$ cat config.mk
export PLATFORM = sky130hd
export DESIGN_NAME = rst_seq_mgr
export DESIGN_NICKNAME = d
export VERILOG_FILES = /design/src/rtl/rsm_pkg.sv /design/src/rtl/rsm_pin_filter.sv /design/src/rtl/rsm_pulse_gen.sv /design/src/rtl/rsm_cause.sv /design/src/rtl/rsm_seq.sv /design/src/rtl/rst_seq_mgr.sv
export SDC_FILE = /design/constraint.sdc
export NUM_CORES = 1
export LEC_CHECK = 0
export BUFFER_PORTS_ARGS = -buffer_cell sky130_fd_sc_hd__buf_2
export CAP_MARGIN = 10
export CORE_MARGIN = 10
export CORE_UTILIZATION = 30
export DETAILED_ROUTE_END_ITERATION = 8
export SLEW_MARGIN = 20
export SYNTH_ARGS = -nofsm -noshare
export SYNTH_HDL_FRONTEND = slang
export SYNTH_SLANG_ARGS = --single-unit
export TNS_END_PERCENT = 100
$ cat constraint.sdc
create_clock -name clk -period 3.3 [get_ports clk]
set_input_delay 0.33 -clock clk [delete_from_list [all_inputs] [get_ports clk]]
set_output_delay 0.33 -clock clk [all_outputs]
set_load 0.03 [all_outputs]
$ cat src/rtl/rsm_pkg.sv
package rsm_pkg;
  typedef enum logic [2:0] {
    ST_ACTIVE = 3'd0,
    ST_HOLD   = 3'd1,
    ST_VEC_LO = 3'd2,
    ST_VEC_HI = 3'd3,
    ST_PLL    = 3'd4,
    ST_RUN    = 3'd5
  } rsm_state_e;

  localparam int CAUSE_W = 3;
  localparam int CZ_PIN  = 0;
  localparam int CZ_LVD  = 1;
  localparam int CZ_WDG  = 2;
endpackage

$ cat src/rtl/rsm_pin_filter.sv
module rsm_pin_filter #(
  parameter int FILT_LEN = 4
) (
  input  logic clk,
  input  logic por,
  input  logic pin_in,
  input  logic pulling,
  output logic ext_evt
);
  localparam int LW = $clog2(FILT_LEN + 1);
  localparam logic [LW-1:0] LAST = LW'(FILT_LEN - 1);
  localparam logic [LW-1:0] SAT  = LW'(FILT_LEN);

  logic [LW-1:0] lows;
  logic          low_seen;

  // a low only counts while the block itself is not pulling the pin
  assign low_seen = !pin_in && !pulling;

  always_ff @(posedge clk or posedge por) begin
    if (por) begin
      lows    <= '0;
      ext_evt <= 1'b0;
    end else begin
      ext_evt <= low_seen && (lows == LAST);
      if (!low_seen)
        lows <= '0;
      else if (lows != SAT)
        lows <= lows + 1'b1;
    end
  end

  assert_evt_single_R3: assert property (@(posedge clk) disable iff (por)
    ext_evt |=> !ext_evt);
  assert_evt_low_R3: assert property (@(posedge clk) disable iff (por)
    ext_evt |-> $past(!pin_in));
endmodule

$ cat src/rtl/rsm_pulse_gen.sv
module rsm_pulse_gen #(
  parameter int PULSE_LEN = 16
) (
  input  logic clk,
  input  logic por,
  input  logic trig,
  output logic busy
);
  localparam int PW = $clog2(PULSE_LEN + 1);
  localparam logic [PW-1:0] PLOAD = PW'(PULSE_LEN);

  logic [PW-1:0] cnt;

  // power-up counts as one internal event
  always_ff @(posedge clk or posedge por) begin
    if (por)
      cnt <= PLOAD;
    else if (trig)
      cnt <= PLOAD;
    else if (cnt != '0)
      cnt <= cnt - 1'b1;
  end

  assign busy = (cnt != '0);

  assert_stretch_R4: assert property (@(posedge clk) disable iff (por)
    $fell(busy) |-> !$past(trig));
endmodule

$ cat src/rtl/rsm_cause.sv
module rsm_cause
  import rsm_pkg::*;
(
  input  logic               clk,
  input  logic               por,
  input  logic               ext_evt,
  input  logic               lvd,
  input  logic               wdg,
  input  logic [CAUSE_W-1:0] clr,
  output logic [CAUSE_W-1:0] cause
);
  logic [CAUSE_W-1:0] set_v;
  logic [CAUSE_W-1:0] lvd_only;

  always_comb begin
    set_v          = '0;
    set_v[CZ_PIN]  = ext_evt;
    set_v[CZ_WDG]  = wdg;
    lvd_only         = '0;
    lvd_only[CZ_LVD] = 1'b1;
  end

  always_ff @(posedge clk or posedge por) begin
    if (por)
      cause <= '0;
    else if (lvd)
      cause <= lvd_only;
    else
      cause <= (cause & ~clr) | set_v;
  end

  assert_lvd_alone_R9: assert property (@(posedge clk) disable iff (por)
    lvd |=> (cause == 3'b010));
  assert_sticky_R9: assert property (@(posedge clk) disable iff (por)
    (!lvd && !ext_evt && !wdg && clr == '0) |=> $stable(cause));
endmodule

$ cat src/rtl/rsm_seq.sv
module rsm_seq
  import rsm_pkg::*;
#(
  parameter int          DELAY_CYC = 256,
  parameter int          ADDR_W    = 16,
  parameter int unsigned VEC_ADDR  = 32'hFFFE
) (
  input  logic              clk,
  input  logic              por,
  input  logic              req,
  input  logic              pll_en,
  input  logic              pll_ready,
  output logic              core_rst,
  output logic              pin_pd,
  output logic              fetch_stb,
  output logic [ADDR_W-1:0] fetch_addr
);
  localparam int DW = $clog2(DELAY_CYC);
  localparam logic [DW-1:0]     TERM  = DW'(DELAY_CYC - 1);
  localparam logic [ADDR_W-1:0] VEC_A = ADDR_W'(VEC_ADDR);
  localparam logic [ADDR_W-1:0] VEC_B = ADDR_W'(VEC_ADDR + 1);

  rsm_state_e    state, nxt;
  logic [DW-1:0] dcnt, dcnt_n;

  always_comb begin
    nxt    = state;
    dcnt_n = dcnt;
    if (req) begin
      nxt    = ST_ACTIVE;
      dcnt_n = '0;
    end else begin
      case (state)
        ST_ACTIVE: begin
          nxt    = ST_HOLD;
          dcnt_n = '0;
        end
        ST_HOLD: begin
          if (dcnt == TERM) nxt = ST_VEC_LO;
          else              dcnt_n = dcnt + 1'b1;
        end
        ST_VEC_LO: nxt = ST_VEC_HI;
        ST_VEC_HI: nxt = pll_en ? ST_PLL : ST_RUN;
        ST_PLL:    if (pll_ready) nxt = ST_RUN;
        ST_RUN:    nxt = ST_RUN;
        default:   nxt = ST_ACTIVE;
      endcase
    end
  end

  always_ff @(posedge clk or posedge por) begin
    if (por) begin
      state      <= ST_ACTIVE;
      dcnt       <= '0;
      core_rst   <= 1'b1;
      pin_pd     <= 1'b1;
      fetch_stb  <= 1'b0;
      fetch_addr <= '0;
    end else begin
      state      <= nxt;
      dcnt       <= dcnt_n;
      core_rst   <= (nxt != ST_RUN);
      pin_pd     <= (nxt == ST_ACTIVE) || (nxt == ST_HOLD);
      fetch_stb  <= (nxt == ST_VEC_LO) || (nxt == ST_VEC_HI);
      fetch_addr <= (nxt == ST_VEC_LO) ? VEC_A :
                    (nxt == ST_VEC_HI) ? VEC_B : '0;
    end
  end

  assert_pd_under_rst_R2: assert property (@(posedge clk) disable iff (por)
    pin_pd |-> core_rst);
  assert_fetch_order_R5: assert property (@(posedge clk) disable iff (por)
    (fetch_stb && fetch_addr == VEC_A && !req) |=> (fetch_stb && fetch_addr == VEC_B));
  assert_pll_hold_R8: assert property (@(posedge clk) disable iff (por)
    (pll_en && !pll_ready && core_rst && !pin_pd && !fetch_stb && !req) |=> core_rst);
endmodule

$ cat src/rtl/rst_seq_mgr.sv
module rst_seq_mgr
  import rsm_pkg::*;
#(
  parameter int          FILT_LEN  = 4,
  parameter int          PULSE_LEN = 16,
  parameter int          DELAY_CYC = 256,
  parameter int          ADDR_W    = 16,
  parameter int unsigned VEC_ADDR  = 32'hFFFE
) (
  input  logic               clk,
  input  logic               por,
  input  logic               pin_in,
  input  logic               lvd_flag,
  input  logic               wdog_tmo,
  input  logic               pll_en,
  input  logic               pll_ready,
  input  logic [CAUSE_W-1:0] cause_clr,
  output logic               core_rst,
  output logic               pin_pd,
  output logic               fetch_stb,
  output logic [ADDR_W-1:0]  fetch_addr,
  output logic [CAUSE_W-1:0] cause
);
  logic ext_evt;
  logic trig;
  logic busy;
  logic req;

  rsm_pin_filter #(.FILT_LEN(FILT_LEN)) u_filt (
    .clk(clk), .por(por), .pin_in(pin_in), .pulling(pin_pd), .ext_evt(ext_evt)
  );

  assign trig = ext_evt | lvd_flag | wdog_tmo;

  rsm_pulse_gen #(.PULSE_LEN(PULSE_LEN)) u_pulse (
    .clk(clk), .por(por), .trig(trig), .busy(busy)
  );

  assign req = trig | busy;

  rsm_cause u_cause (
    .clk(clk), .por(por), .ext_evt(ext_evt), .lvd(lvd_flag), .wdg(wdog_tmo),
    .clr(cause_clr), .cause(cause)
  );

  rsm_seq #(.DELAY_CYC(DELAY_CYC), .ADDR_W(ADDR_W), .VEC_ADDR(VEC_ADDR)) u_seq (
    .clk(clk), .por(por), .req(req), .pll_en(pll_en), .pll_ready(pll_ready),
    .core_rst(core_rst), .pin_pd(pin_pd), .fetch_stb(fetch_stb),
    .fetch_addr(fetch_addr)
  );

  assert_source_R1: assert property (@(posedge clk) disable iff (por)
    (lvd_flag || wdog_tmo) |=> (core_rst && pin_pd));
  assert_restart_R6: assert property (@(posedge clk) disable iff (por)
    req |=> (pin_pd && core_rst && !fetch_stb));
endmodule

==> results.cfg <==
[run_status]
outcome = finished, final reports clean

[die]
pin_count = 32
fp.coreArea_um2 = 4750
die_y_um = 90.2
die-width_um = 90.2
start_util = 0.311
die_footprint_um2 = 8130
fp-row-count = 25

[timing]
finalMaxSlewViolations = 0
worst_clock_skew_ns = 0.00270
finalHoldWorstSlack_ns = 0.126
timing_hold_violations_final = 0
clock.fmax_ghz = 0.474
layout_min_cycle_time_ns = 2.11
timing_worst_slew_pin_value_ns = 0.923
timing.slew.headroom = 0.381
setup_violations = 0
rsz0062_at_grt = false
portion_of_the_clock_cycle_consumed_by_the_worst_path_in_the_final_layout = 0.639
fin_tns_setup_ns = 0

[clock_tree]
cts_inserted_buffers = 3
cts_tree = built
cts_root_buffer = sky130_fd_sc_hd__clkbuf_8
clk_transition_reported_paths_ns = 0.10
cts-htree-levels = 1
postCtsSetupRepairBufs = 0
clock_sinks = 27
post_cts.resized_instances = 0
clock_latency_ns = 0.28
cts.path.max_buffers = 2
cts_hold_buffers = 0

[power_and_ir_drop]
power.net_switching_uw = 148
ir_worst_vdd_mv = 0.248
internal_power_uw = 448
power_density_nw_per_um2 = 369
fin_total_pwr_uw = 596
total_leakage_power_nw = 0.753
power_frac_comb = 0.089
power_switching_share = 0.249
p_seq_frac = 0.582
clock_power_share = 0.329

[logic_synthesis]
post_synth_main_area_contributors = sky130_fd_sc_hd__dfrtp_1 41%, sky130_fd_sc_hd__buf_4 7.6%, sky130_fd_sc_hd__dfstp_2 5.3%, sky130_fd_sc_hd__ha_1 5.1%, sky130_fd_sc_hd__a21oi_1 3.7%
synth_top_area_share = 0.406
synth_nets = 169
yosysUniqueCellTypes = 41
ys_async_sr_fraction = 1.00
synth_top_cells_by_count = 24 x sky130_fd_sc_hd__dfrtp_1, 15 x sky130_fd_sc_hd__buf_4, 13 x sky130_fd_sc_hd__nor2_1, 11 x sky130_fd_sc_hd__a21oi_1, 11 x sky130_fd_sc_hd__nand2_1
synthesis.instances = 153
ys.warnings.count = 0
ys.flop_type = sky130_fd_sc_hd__dfrtp_1
syn-mean-instance-area_um2 = 9.66
synth.cell_area_um2 = 1480
synth_area_leader_cell = sky130_fd_sc_hd__dfrtp_1
synth_edf_count = 0
synthMostInstantiatedCell = sky130_fd_sc_hd__dfrtp_1
ys_seq_area_frac = 0.460
post_synthesis_sequential_element_count = 27

[drt]
antenna_left = 0
routed_via_density = 4.65
met3_wirelength_um = 282
routed_wirelength_um = 2820
detailedRoute.firstPassIterationCount = 4
met1_length_um = 1350
route.top_layer_used = met4
wl_met2_um = 1160
drt_drc_violations_left = 0
routed_wire_length_per_instance_um = 12.1
via_count = 1088
drt_iter0_drc = 51

[placed_design]
place.detailed.hpwl_um = 2090
dp_cells = 230
io_buffer_count = 31
gp_congestion = 0.762
placed_area_um2 = 1570

[global_routing]
globalRouteTotalUtil = 0.0694
grt_first_pass_wirelength_um = 4860
grt_overflow = 0
antenna_violations_before_repair = 0
vias_in_the_first_global_route = 998
grt_start_max_net_pins = 28

[min_path]
min_path_type = input pin to asynchronous set/reset pin

[setup_path]
critical_path.slowest_cell = sky130_fd_sc_hd__nor4b_1
rr_startpoint = u_pulse.cnt[0]$_DFFE_PP0N_
cp-start-kind = flip-flop
critical_path.max_fanout = 13
cpPeakStageDelay_ns = 0.49
crit_buf_inv = 1
worstPathRequired_ns = 3.52
critPathKind = flip-flop to flip-flop
critPathArrivalTime_ns = 2.33
dominant_delay_contributor_by_cell_family_on_the_critical_path = simple AND/OR/NAND/NOR gates
worst-r2r-setup-slack_ns = 1.19
worst-r2r-cell-count = 6
worstPathCellList = inv_1, ha_1, nor4b_1, nand2_1, a21oi_1, o311a_1
timing.rr.end = u_seq.state[0]$_DFF_PP0_
worstSetupEndpointType = flip-flop

[cells_and_area]
fillCellCount = 515
area_growth_from_synthesis_to_final_layout_pct = 9.23
final_net_count = 184
drive_above_1_share = 0.287
num_antenna_cells = 0
finish.instance_area_um2 = 1610
fin_cells = 234

[flow_run]
maxCapViolations = 0
-- metrics by stage --
stage / utilization / setup WS, ns
finish: 0.339 / 1.19
global route: 0.339 / 0.956
CTS: 0.339 / 1.19
detailed placement: 0.329 / 1.22
global placement: 0.329 / 1.28
floorplan: - / 1.49
-- cell families (layout without fill, tap and decap cells) --
logic type | count (synthesis) | in the layout | synth area share
XOR/XNOR | 3 | 3 | 0.0178
flip-flops | 27 | 27 | 0.460
AND/OR/NAND/NOR | 56 | 56 | 0.210
AO/OA/AOI/OAI | 27 | 27 | 0.108
buffers and inverters | 30 | 44 | 0.125
adder cells (fa/ha/maj) | 6 | 6 | 0.0508
multiplexers | 4 | 4 | 0.0288
-- cells in the final DEF (no fill, tap or decap), types with 2 or more instances in the layout --
cell,count
sky130_fd_sc_hd__buf_2,31
sky130_fd_sc_hd__dfrtp_1,24
sky130_fd_sc_hd__nor2_1,13
sky130_fd_sc_hd__nand2_1,11
sky130_fd_sc_hd__a21oi_1,11
sky130_fd_sc_hd__inv_1,8
sky130_fd_sc_hd__o21ai_0,7
sky130_fd_sc_hd__nor3_1,6
sky130_fd_sc_hd__ha_1,6
sky130_fd_sc_hd__nand3_1,3
sky130_fd_sc_hd__or3_2,3
sky130_fd_sc_hd__nor4b_1,3
sky130_fd_sc_hd__a31oi_1,3
sky130_fd_sc_hd__clkbuf_8,3
sky130_fd_sc_hd__dfstp_2,3
sky130_fd_sc_hd__a211oi_1,2
sky130_fd_sc_hd__mux2_2,2
sky130_fd_sc_hd__xnor2_1,2
sky130_fd_sc_hd__nand4_1,2
sky130_fd_sc_hd__nor3b_1,2
sky130_fd_sc_hd__mux2i_1,2
-- power groups by stage --
| stage | combinational [mW] | sequential (mW) | clock (mW) |
|---|---|---|---|
| floorplan | 0.0372 | 0.354 | 0 |
| global placement | 0.0536 | 0.353 | 0 |
| detailed placement | 0.0541 | 0.353 | 0 |
| CTS | 0.0544 | 0.347 | 0.204 |
| global route | 0.0604 | 0.348 | 0.221 |
| finish | 0.0532 | 0.347 | 0.196 |
-- routing by layer --
layer | global-route usage | vias up
met3 | 0.0374 | 4
li1 | - | 545
met2 | 0.0981 | 39
met5 | 0 | -
met4 | 0.0199 | 0
met1 | 0.0884 | 500
-- worst reg2reg max path: stages, from the launching register on --
cell                      delay (ns)
sky130_fd_sc_hd__dfrtp_1        0.40
sky130_fd_sc_hd__inv_1          0.12
sky130_fd_sc_hd__ha_1           0.17
sky130_fd_sc_hd__nor4b_1        0.49
sky130_fd_sc_hd__nand2_1        0.43
sky130_fd_sc_hd__a21oi_1        0.27
sky130_fd_sc_hd__o311a_1        0.18
-- worst max path at each step --
| stage | slack (ns) | end | from | cells after the start |
|---|---|---|---|---|
| after detailed placement | 1.22 | u_seq.state[0]$_DFF_PP0_ | u_pulse.cnt[0]$_DFFE_PP0N_ | 6 |
| after CTS | 1.19 | u_seq.state[0]$_DFF_PP0_ | u_pulse.cnt[0]$_DFFE_PP0N_ | 6 |
| after floorplan | 1.49 | u_seq.dcnt[1]$_DFFE_PP0P_ | u_seq.dcnt[0]$_DFFE_PP0P_ | 6 |
| after global routing | 0.96 | u_seq.state[0]$_DFF_PP0_ | u_pulse.cnt[0]$_DFFE_PP0N_ | 6 |
| after global placement | 1.28 | u_seq.state[0]$_DFF_PP0_ | u_pulse.cnt[0]$_DFFE_PP0N_ | 6 |
| final | 1.19 | u_seq.state[0]$_DFF_PP0_ | u_pulse.cnt[0]$_DFFE_PP0N_ | 6 |
-- sequential cells by signal, summed over array words and instances, names as in the netlist --
register and count:
u_seq.pin_pd 1, u_seq.dcnt 8, u_seq.fetch_addr 1, u_seq.fetch_stb 1
u_seq.state 3, u_filt.ext_evt 1, u_filt.lows 3, u_cause.cause 3
u_seq.core_rst 1, u_pulse.cnt 5
-- cell type report --
class | instances | area, µm² | area share
clock buffers | 3 | 41.3 | 0.0256
clock inverters | 1 | 7.51 | 0.00465
inverters | 9 | 33.8 | 0.0209
multi-input cells | 96 | 613 | 0.380
flip-flops and latches | 27 | 679 | 0.421
well taps | 67 | 83.8 | 0.0519
repair buffers | 31 | 155 | 0.0961
No activity file was read; power rests on OpenSTA's default activity.
